### src/rtl/irqtrig_pkg.sv
package irqtrig_pkg;

    typedef enum logic [1:0] {
        TRIG_LOW  = 2'd0,
        TRIG_FALL = 2'd1,
        TRIG_HIGH = 2'd2,
        TRIG_RISE = 2'd3
    } trig_mode_e;

    typedef enum logic [1:0] {
        SEL_NONE,
        SEL_CTRL,
        SEL_PEND,
        SEL_ENA
    } reg_sel_e;

    typedef struct packed {
        logic cur;
        logic prev;
    } pin_view_t;

    localparam int unsigned CTRL_OFS = 32'h0000_0000;
    localparam int unsigned PEND_OFS = 32'h0000_0004;

    function automatic logic trig_hit(trig_mode_e mode, pin_view_t v);
        logic hit;
        case (mode)
            TRIG_LOW:  hit = ~v.cur;
            TRIG_HIGH: hit = v.cur;
            TRIG_FALL: hit = v.prev & ~v.cur;
            TRIG_RISE: hit = ~v.prev & v.cur;
            default:   hit = 1'b0;
        endcase
        return hit;
    endfunction

endpackage

### src/rtl/irqtrig_sync.sv
module irqtrig_sync #(
    parameter int   STAGES  = 2,
    parameter logic RST_VAL = 1'b1
) (
    input  logic                  clk,
    input  logic                  rst,
    input  logic                  d,
    output irqtrig_pkg::pin_view_t view
);
    logic [STAGES-1:0] chain;
    logic              prev_q;

    genvar g;
    generate
        for (g = 0; g < STAGES; g++) begin : g_stage
            if (g == 0) begin : g_first
                always_ff @(posedge clk) begin
                    if (rst) chain[0] <= RST_VAL;
                    else     chain[0] <= d;
                end
            end else begin : g_next
                always_ff @(posedge clk) begin
                    if (rst) chain[g] <= RST_VAL;
                    else     chain[g] <= chain[g-1];
                end
            end
        end
    endgenerate

    always_ff @(posedge clk) begin
        if (rst) prev_q <= RST_VAL;
        else     prev_q <= chain[STAGES-1];
    end

    assign view.cur  = chain[STAGES-1];
    assign view.prev = prev_q;
endmodule

### src/rtl/irqtrig_pend.sv
module irqtrig_pend
    import irqtrig_pkg::*;
(
    input  logic       clk,
    input  logic       rst,
    input  trig_mode_e mode,
    input  pin_view_t  view,
    input  logic       clr,
    output logic       pend_q
);
    logic hit;

    always_comb hit = trig_hit(mode, view);

    always_ff @(posedge clk) begin
        if (rst)      pend_q <= 1'b0;
        else if (hit) pend_q <= 1'b1;
        else if (clr) pend_q <= 1'b0;
    end


    event_wins_chk: assert property (@(posedge clk) disable iff (rst)
        hit |=> pend_q);


    clear_takes_chk: assert property (@(posedge clk) disable iff (rst)
        (clr && !hit) |=> !pend_q);


    pend_hold_chk: assert property (@(posedge clk) disable iff (rst)
        (!clr && !hit) |=> $stable(pend_q));
endmodule

### src/rtl/irqtrig_regs.sv
module irqtrig_regs
    import irqtrig_pkg::*;
#(
    parameter int ADDR_W     = 8,
    parameter int DATA_W     = 32,
    parameter int ENABLE_OFS = 32'h08
) (
    input  logic              clk,
    input  logic              rst,
    input  logic              sel,
    input  logic              we,
    input  logic [ADDR_W-1:0] addr,
    input  logic [DATA_W-1:0] wdata,
    input  logic              pend_q,
    output logic [DATA_W-1:0] rdata,
    output trig_mode_e        mode,
    output logic              ena,
    output logic              clr_pend
);
    localparam logic [ADDR_W-1:0] A_CTRL = ADDR_W'(CTRL_OFS);
    localparam logic [ADDR_W-1:0] A_PEND = ADDR_W'(PEND_OFS);
    localparam logic [ADDR_W-1:0] A_ENA  = ADDR_W'(ENABLE_OFS);

    logic [DATA_W-1:0] ctrl_q;
    logic              ena_q;
    reg_sel_e          hit;

    always_comb begin
        if (addr == A_CTRL)      hit = SEL_CTRL;
        else if (addr == A_PEND) hit = SEL_PEND;
        else if (addr == A_ENA)  hit = SEL_ENA;
        else                     hit = SEL_NONE;
    end

    always_ff @(posedge clk) begin
        if (rst) begin
            ctrl_q <= '0;
            ena_q  <= 1'b0;
        end else if (sel && we) begin
            if (hit == SEL_CTRL) ctrl_q <= wdata;
            if (hit == SEL_ENA)  ena_q  <= wdata[0];
        end
    end

    always_comb begin
        rdata = '0;
        if (sel) begin
            case (hit)
                SEL_CTRL: rdata    = ctrl_q;
                SEL_PEND: rdata[0] = pend_q;
                SEL_ENA:  rdata[0] = ena_q;
                default:  rdata    = '0;
            endcase
        end
    end

    assign clr_pend = sel && we && (hit == SEL_PEND) && wdata[0];
    assign mode     = trig_mode_e'(ctrl_q[1:0]);
    assign ena      = ena_q;


    unmapped_wr_chk: assert property (@(posedge clk) disable iff (rst)
        (sel && we && hit == SEL_NONE) |=> ($stable(ctrl_q) && $stable(ena_q)));
endmodule

### src/rtl/irq_trigger_ctrl.sv
module irq_trigger_ctrl
    import irqtrig_pkg::*;
#(
    parameter int ADDR_W      = 8,
    parameter int DATA_W      = 32,
    parameter int ENABLE_OFS  = 32'h08,
    parameter int SYNC_STAGES = 2
) (
    input  logic              clk,
    input  logic              rst,
    input  logic              pin_in,
    input  logic              bus_sel,
    input  logic              bus_we,
    input  logic [ADDR_W-1:0] bus_addr,
    input  logic [DATA_W-1:0] bus_wdata,
    output logic [DATA_W-1:0] bus_rdata,
    output logic              irq_out
);
    pin_view_t  view;
    trig_mode_e mode;
    logic       ena;
    logic       clr_pend;
    logic       pend_q;

    irqtrig_sync #(
        .STAGES  (SYNC_STAGES),
        .RST_VAL (1'b1)
    ) u_sync (
        .clk  (clk),
        .rst  (rst),
        .d    (pin_in),
        .view (view)
    );

    irqtrig_regs #(
        .ADDR_W     (ADDR_W),
        .DATA_W     (DATA_W),
        .ENABLE_OFS (ENABLE_OFS)
    ) u_regs (
        .clk      (clk),
        .rst      (rst),
        .sel      (bus_sel),
        .we       (bus_we),
        .addr     (bus_addr),
        .wdata    (bus_wdata),
        .pend_q   (pend_q),
        .rdata    (bus_rdata),
        .mode     (mode),
        .ena      (ena),
        .clr_pend (clr_pend)
    );

    irqtrig_pend u_pend (
        .clk    (clk),
        .rst    (rst),
        .mode   (mode),
        .view   (view),
        .clr    (clr_pend),
        .pend_q (pend_q)
    );

    always_ff @(posedge clk) begin
        if (rst) irq_out <= 1'b0;
        else     irq_out <= pend_q & ena;
    end


    masked_irq_chk: assert property (@(posedge clk) disable iff (rst)
        !ena |=> !irq_out);


    no_pend_irq_chk: assert property (@(posedge clk) disable iff (rst)
        !pend_q |=> !irq_out);
endmodule

### config.mk
export PLATFORM = sky130hd
export DESIGN_NAME = irq_trigger_ctrl
export DESIGN_NICKNAME = d
export VERILOG_FILES = /design/src/rtl/irqtrig_pkg.sv /design/src/rtl/irqtrig_sync.sv /design/src/rtl/irqtrig_pend.sv /design/src/rtl/irqtrig_regs.sv /design/src/rtl/irq_trigger_ctrl.sv
export SDC_FILE = /design/constraint.sdc
export NUM_CORES = 1
export LEC_CHECK = 0
export CORE_MARGIN = 2
export CORE_UTILIZATION = 30
export CTS_CLUSTER_DIAMETER = 100
export DETAILED_ROUTE_END_ITERATION = 12
export HOLD_SLACK_MARGIN = 0.15
export PLACE_DENSITY = 0.57
export SLEW_MARGIN = 20
export SYNTH_ARGS = -nofsm -noshare
export SYNTH_HDL_FRONTEND = slang
export SYNTH_SLANG_ARGS = --single-unit
### constraint.sdc
create_clock -name clk -period 5.6 [get_ports clk]
set_clock_uncertainty 0.1 [all_clocks]
set_input_delay 0.56 -clock clk [delete_from_list [all_inputs] [get_ports clk]]
set_output_delay 0.56 -clock clk [all_outputs]
set_load 0.05 [all_outputs]
* Word-level counts from Yosys, hierarchy flattened
Index checks and enable logic that the tools add are counted.
** Operators by class
- Eq/ne operators :: 8
- Mux-type cells :: 9
- Bitwise operators :: 5
- Reduce and logical (&&, ||, !) cells :: 8
** Operators with widths (number)
- 32-bit 2-to-1 mux :: 1
- 31-bit 2-to-1 mux :: 1
- 2-bit equality test (second input constant) :: 4
- 8-bit by 3-bit equality test with 1-bit output (second input constant) :: 1
- 8-bit by 4-bit equality test with 1-bit output (second input constant) :: 1
- 8-bit logical NOT :: 1
- 2-bit 2-to-1 mux :: 3
- 2-bit by 1-bit equality test with 1-bit output (second input constant) :: 2
- 1-bit case mux with 4 select lines :: 1
- 2-bit AND reduction :: 2
- 1-bit bitwise AND :: 3
- 1-bit logical AND :: 3
- 1-bit case mux with 3 select lines :: 1
- 2-bit logical NOT :: 1
- 1-bit 2-to-1 mux :: 2
- 1-bit NOT :: 2
- 2-bit nonzero test :: 1
** Storage, ports and cells
- Register bits after elaboration :: 38
- Input bits :: 45
- Output and inout bits :: 33
- Word-level logic and storage cells :: 37

* Longest topological paths before layout
- Depth after elaboration :: 9
- Depth in mapped cells :: 5
- Mapped depth without buffers :: 3

* By module
A second synthesis with hierarchy kept.
** Second synthesis, totals
- Cells, all modules :: 210
- Area, all modules :: 2028.2 um^2
** Modules (own cells, without submodules)
- irqtrig_regs :: instances 1, cells each 192, area an instance 1851.8 um^2, sequential area each 660.6 um^2
- irqtrig_sync :: instances 1, cells each 8, area an instance 93.8 um^2, sequential area each 60.1 um^2
- irqtrig_pend :: instances 1, cells each 8, area an instance 53.8 um^2, sequential area each 20.0 um^2
- irq_trigger_ctrl :: instances 1, cells each 2, area an instance 28.8 um^2, sequential area each 20.0 um^2

* Worst setup path after synthesis
OpenSTA, ideal clock, no wires.
- Kind :: input to output
- Start :: input bus_addr[6]
- End :: output bus_rdata[0]
- Arrival time :: 2.318 ns
- Required time :: 4.940 ns
- Slack :: 2.622 ns
- Stages :: 3
- Path buffers :: 1
- Cells stage by stage :: or4b_4 -> buf_6 -> nor3_1
** Between the ends
- Cells in the longest elaborated chain, start to end :: 7
- Elaborated cells on any way between the ends :: 11
- Classes of those cells :: eq/ne (5); mux (5); reduce/logical (1)
** Ends and longest elaborated chain
- from (decl) :: line irq_trigger_ctrl.sv:14 : input logic [ADDR_W-1:0] bus_addr,
- 8-bit by 4-bit equality test with 1-bit output :: line irqtrig_regs.sv:31 : else if (addr == A_ENA) hit = SEL_ENA;
- 2-bit 2-to-1 mux :: line irqtrig_regs.sv:31
- 2-bit 2-to-1 mux :: line irqtrig_regs.sv:30 : else if (addr == A_PEND) hit = SEL_PEND;
- 2-bit 2-to-1 mux * :: line irqtrig_regs.sv:29 : if (addr == A_CTRL) hit = SEL_CTRL;
- 2-bit equality test / 2-bit by 1-bit equality test with 1-bit output (equally long branches) :: line irqtrig_regs.sv:48 : case (hit)
- 1-bit case mux with 3 select lines * :: line irqtrig_regs.sv:48
- 32-bit 2-to-1 mux * :: line irqtrig_regs.sv:47 : if (sel) begin
- to (decl) :: line irq_trigger_ctrl.sv:16 : output logic [DATA_W-1:0] bus_rdata,
Every way passes the cells marked *; elsewhere a longest branch is shown, timed or not.

* Worst setup path after layout
- Start :: input bus_addr[6]
- End :: output bus_rdata[9]
** Between the ends
- Cells in the longest elaborated chain, start to end :: 7
- Elaborated cells on any way between the ends :: 9
- Classes of those cells :: eq/ne (3); mux (5); reduce/logical (1)
** Ends and longest elaborated chain (line)
- 8-bit by 4-bit equality test with 1-bit output :: irqtrig_regs.sv:31
- 2-bit 2-to-1 mux :: irqtrig_regs.sv:31
- 2-bit 2-to-1 mux :: irqtrig_regs.sv:30
- 2-bit 2-to-1 mux * :: irqtrig_regs.sv:29
- 2-bit by 1-bit equality test with 1-bit output * :: irqtrig_regs.sv:48
- 31-bit 2-to-1 mux * :: irqtrig_regs.sv:48
- 32-bit 2-to-1 mux * :: irqtrig_regs.sv:47
Marks and branches as above.

==> run metrics <==
Hold Violations, Final 0; clk buf depth 2; Cell Area, Synth 0.00195 sq mm; Worst EP required 4.94 ns; first-pass GRT wire length 7040 microns; initial antenna violation count 0; crit path max-delay cell type clkdlybuf4s50_1; hold buffer count at CTS 0; clock root cell clkbuf_8; Cells after Synth 205; Routability Congestion 0.676; initial core utilization 31.0%; CP cell instances clkdlybuf4s50_1 -> or4b_4 -> nor4_4 -> buf_4 -> and2_1 -> clkdlybuf4s50_1; Avg Inst Size Synth 9.53 sq um; setup violators final 0; layout cells sized above 1 6.09%; row count 29; crit path capture type output pin; Final nets 323; chip width 84.7 microns; PortBufs 77; clk slew on worst S/H paths 0.07 ns; WS Path Type input pin to output pin; HP Class flip-flop to flip-flop; final worst hold slack 0.312 ns; TritonCTS clock tree done; area of the multi-input gates 0.00111 sq mm; Sink Count 38; Inserted Diodes 0; # fillers 645; RSZ-0062 raised after global routing false; YS warnings 0; Synth area leader dfxtp_1; peak supply drop 0.0925 mV; Post-CTS Setup Inserts 0; setup_tns 0 ns; Cell Pwr Density 182 mW/mm^2; DRC errors left 0; final number of max-transition violations 0; Die Y 84.7 microns; Post-synth top flop dfxtp_1; cell repeated most along the worst path clkdlybuf4s50_1; CORE AREA 0.00631 sq mm; vias in the first global route 1554; Max-slew headroom 53.1%; Die ar. 0.00718 sq mm; vias per std cell 4.36; Max Fanout on Critical Path 17; Ports 78; sequential-to-total area share from yosys stat 38.9%; largest net degree at the start of global routing 71; Register Area 761 sq um; Period Utilization, post-route 73.6%; Yosys top cell area share 38.9%; status complete, no violations; CP peak stage delay 0.80 ns; total CTS buffers 5; gr usage total 12.2%; fmax 243 MHz; Distinct cells, synth 24; EDFF count, synth 0; drt wl/cell 11.9 microns; initial DRC count 67; post-route ant nets 0; post-CTS sizing 0; drt pass-1 iters 4; most frequent cells in the layout 77 x clkdlybuf4s50_1, 66 x nand2b_1, 38 x dfxtp_1; via count 1553; H-tree depth 2; Post-DP HPWL 2960 microns; post-synthesis async set-or-reset flop share 0%; transition time of the tightest slew-check pin 0.699 ns; Syn Nets 250; crit path DAT 3.46 ns; final wirelength 4230 microns; max-cap violation count 0; most common cell after layout, fill and taps aside clkdlybuf4s50_1; min Tclk post-route 4.12 ns; area grow syn2layout 46.6%; GRT overflow 0; Synth Register Bits 38; Worst-Skew Late Latency 0.28 ns; synth top area cells dfxtp_1 39%, nand2b_1 21%, mux2i_1 17%, and2_1 9.9%, buf_6 2.3%; Worst setup SP type input pin; Pleak 0.974 nW
-- critical path, delay by kind of cell --
family / cells / cell delay [ns]
buffers and inverters: 3 / 1.51
and+or+nand+nor: 3 / 1.38
-- cell families after synthesis --
group	count (synthesis)	share of synthesized area, %
simple gates	112	37.2
flops	38	38.9
compound gates	4	1.47
xor+xnor	2	0.896
buf+inv	16	4.61
mux	33	16.9
-- cell usage after synthesis (2+ instances only) --
master    instances
and2_1           31
clkbuf_1         11
mux2i_1          33
nor3_1            2
nand3b_1          2
nand2b_1         66
buf_6             4
or2_2             3
dfxtp_1          38
-- registers in the layout, summed over array words and instances, names as in the netlist --
register       cells
irq_out            1
u_sync.prev_q      1
u_regs.ctrl_q     32
u_sync.chain       1
u_pend.pend_q      1
u_sync.view        1
u_regs.ena         1
-- metrics by stage --
step | instances | cell area (sq um) | util (%) | setup slack [ns] | power [mW]
2_1_floorplan | 205 | 1950 | - | 2.62 | 0.299
3_3_place_gp | 348 | 2770 | 43.9 | 1.43 | 0.335
3_5_place_dp | 348 | 2770 | 43.9 | 1.41 | 0.335
4_1_cts | 356 | 2870 | 45.4 | 1.40 | 0.532
5_1_grt | 356 | 2870 | 45.4 | 1.26 | 0.550
6_report | 356 | 2870 | 45.4 | 1.48 | 0.523
-- worst paths after layout --
| check | from | cells after the start | end | slack (ns) |
|---|---|---|---|---|
| hold / removal | u_sync.chain[0] | 1 | u_sync.view[1] | 0.31 |
| setup / recovery | bus_addr[6] | 6 | bus_rdata[9] | 1.48 |
| setup reg to reg | u_regs.ctrl_q[1] | 3 | u_pend.pend_q | 4.58 |
| hold reg to reg | u_sync.chain[0] | 1 | u_sync.view[1] | 0.31 |
-- layer usage --
| layer | wire, microns | share of wire, % | vias up | GRT usage, % |
|---|---|---|---|---|
| met2 | 1910 | 45 | 48 | 19.3 |
| met1 | 1950 | 46 | 692 | 15.5 |
| li1 | - | - | 807 | - |
| met3 | 304 | 7.2 | 6 | 3.74 |
| met4 | 62 | 1.5 | 0 | 4.76 |
| met5 | 0 | 0 | - | 0 |
-- layout make-up --
cell class                 instances  area share [%]
timing repair buffer              81            27.9
inverter                           1           0.131
clock inverter                     1           0.175
clock buffer                       7            3.01
tap                               77            3.36
multi-input combinational        151            38.8
sequential                        38            26.6
-- power breakdown --
part	switching (mW)	internal, mW
Clock	0.0950	0.0994
Combinational	0.0170	0.0393
Sequential	0.000545	0.271
Total	0.113	0.410
Note: power is estimated with default switching activity, not from simulation.
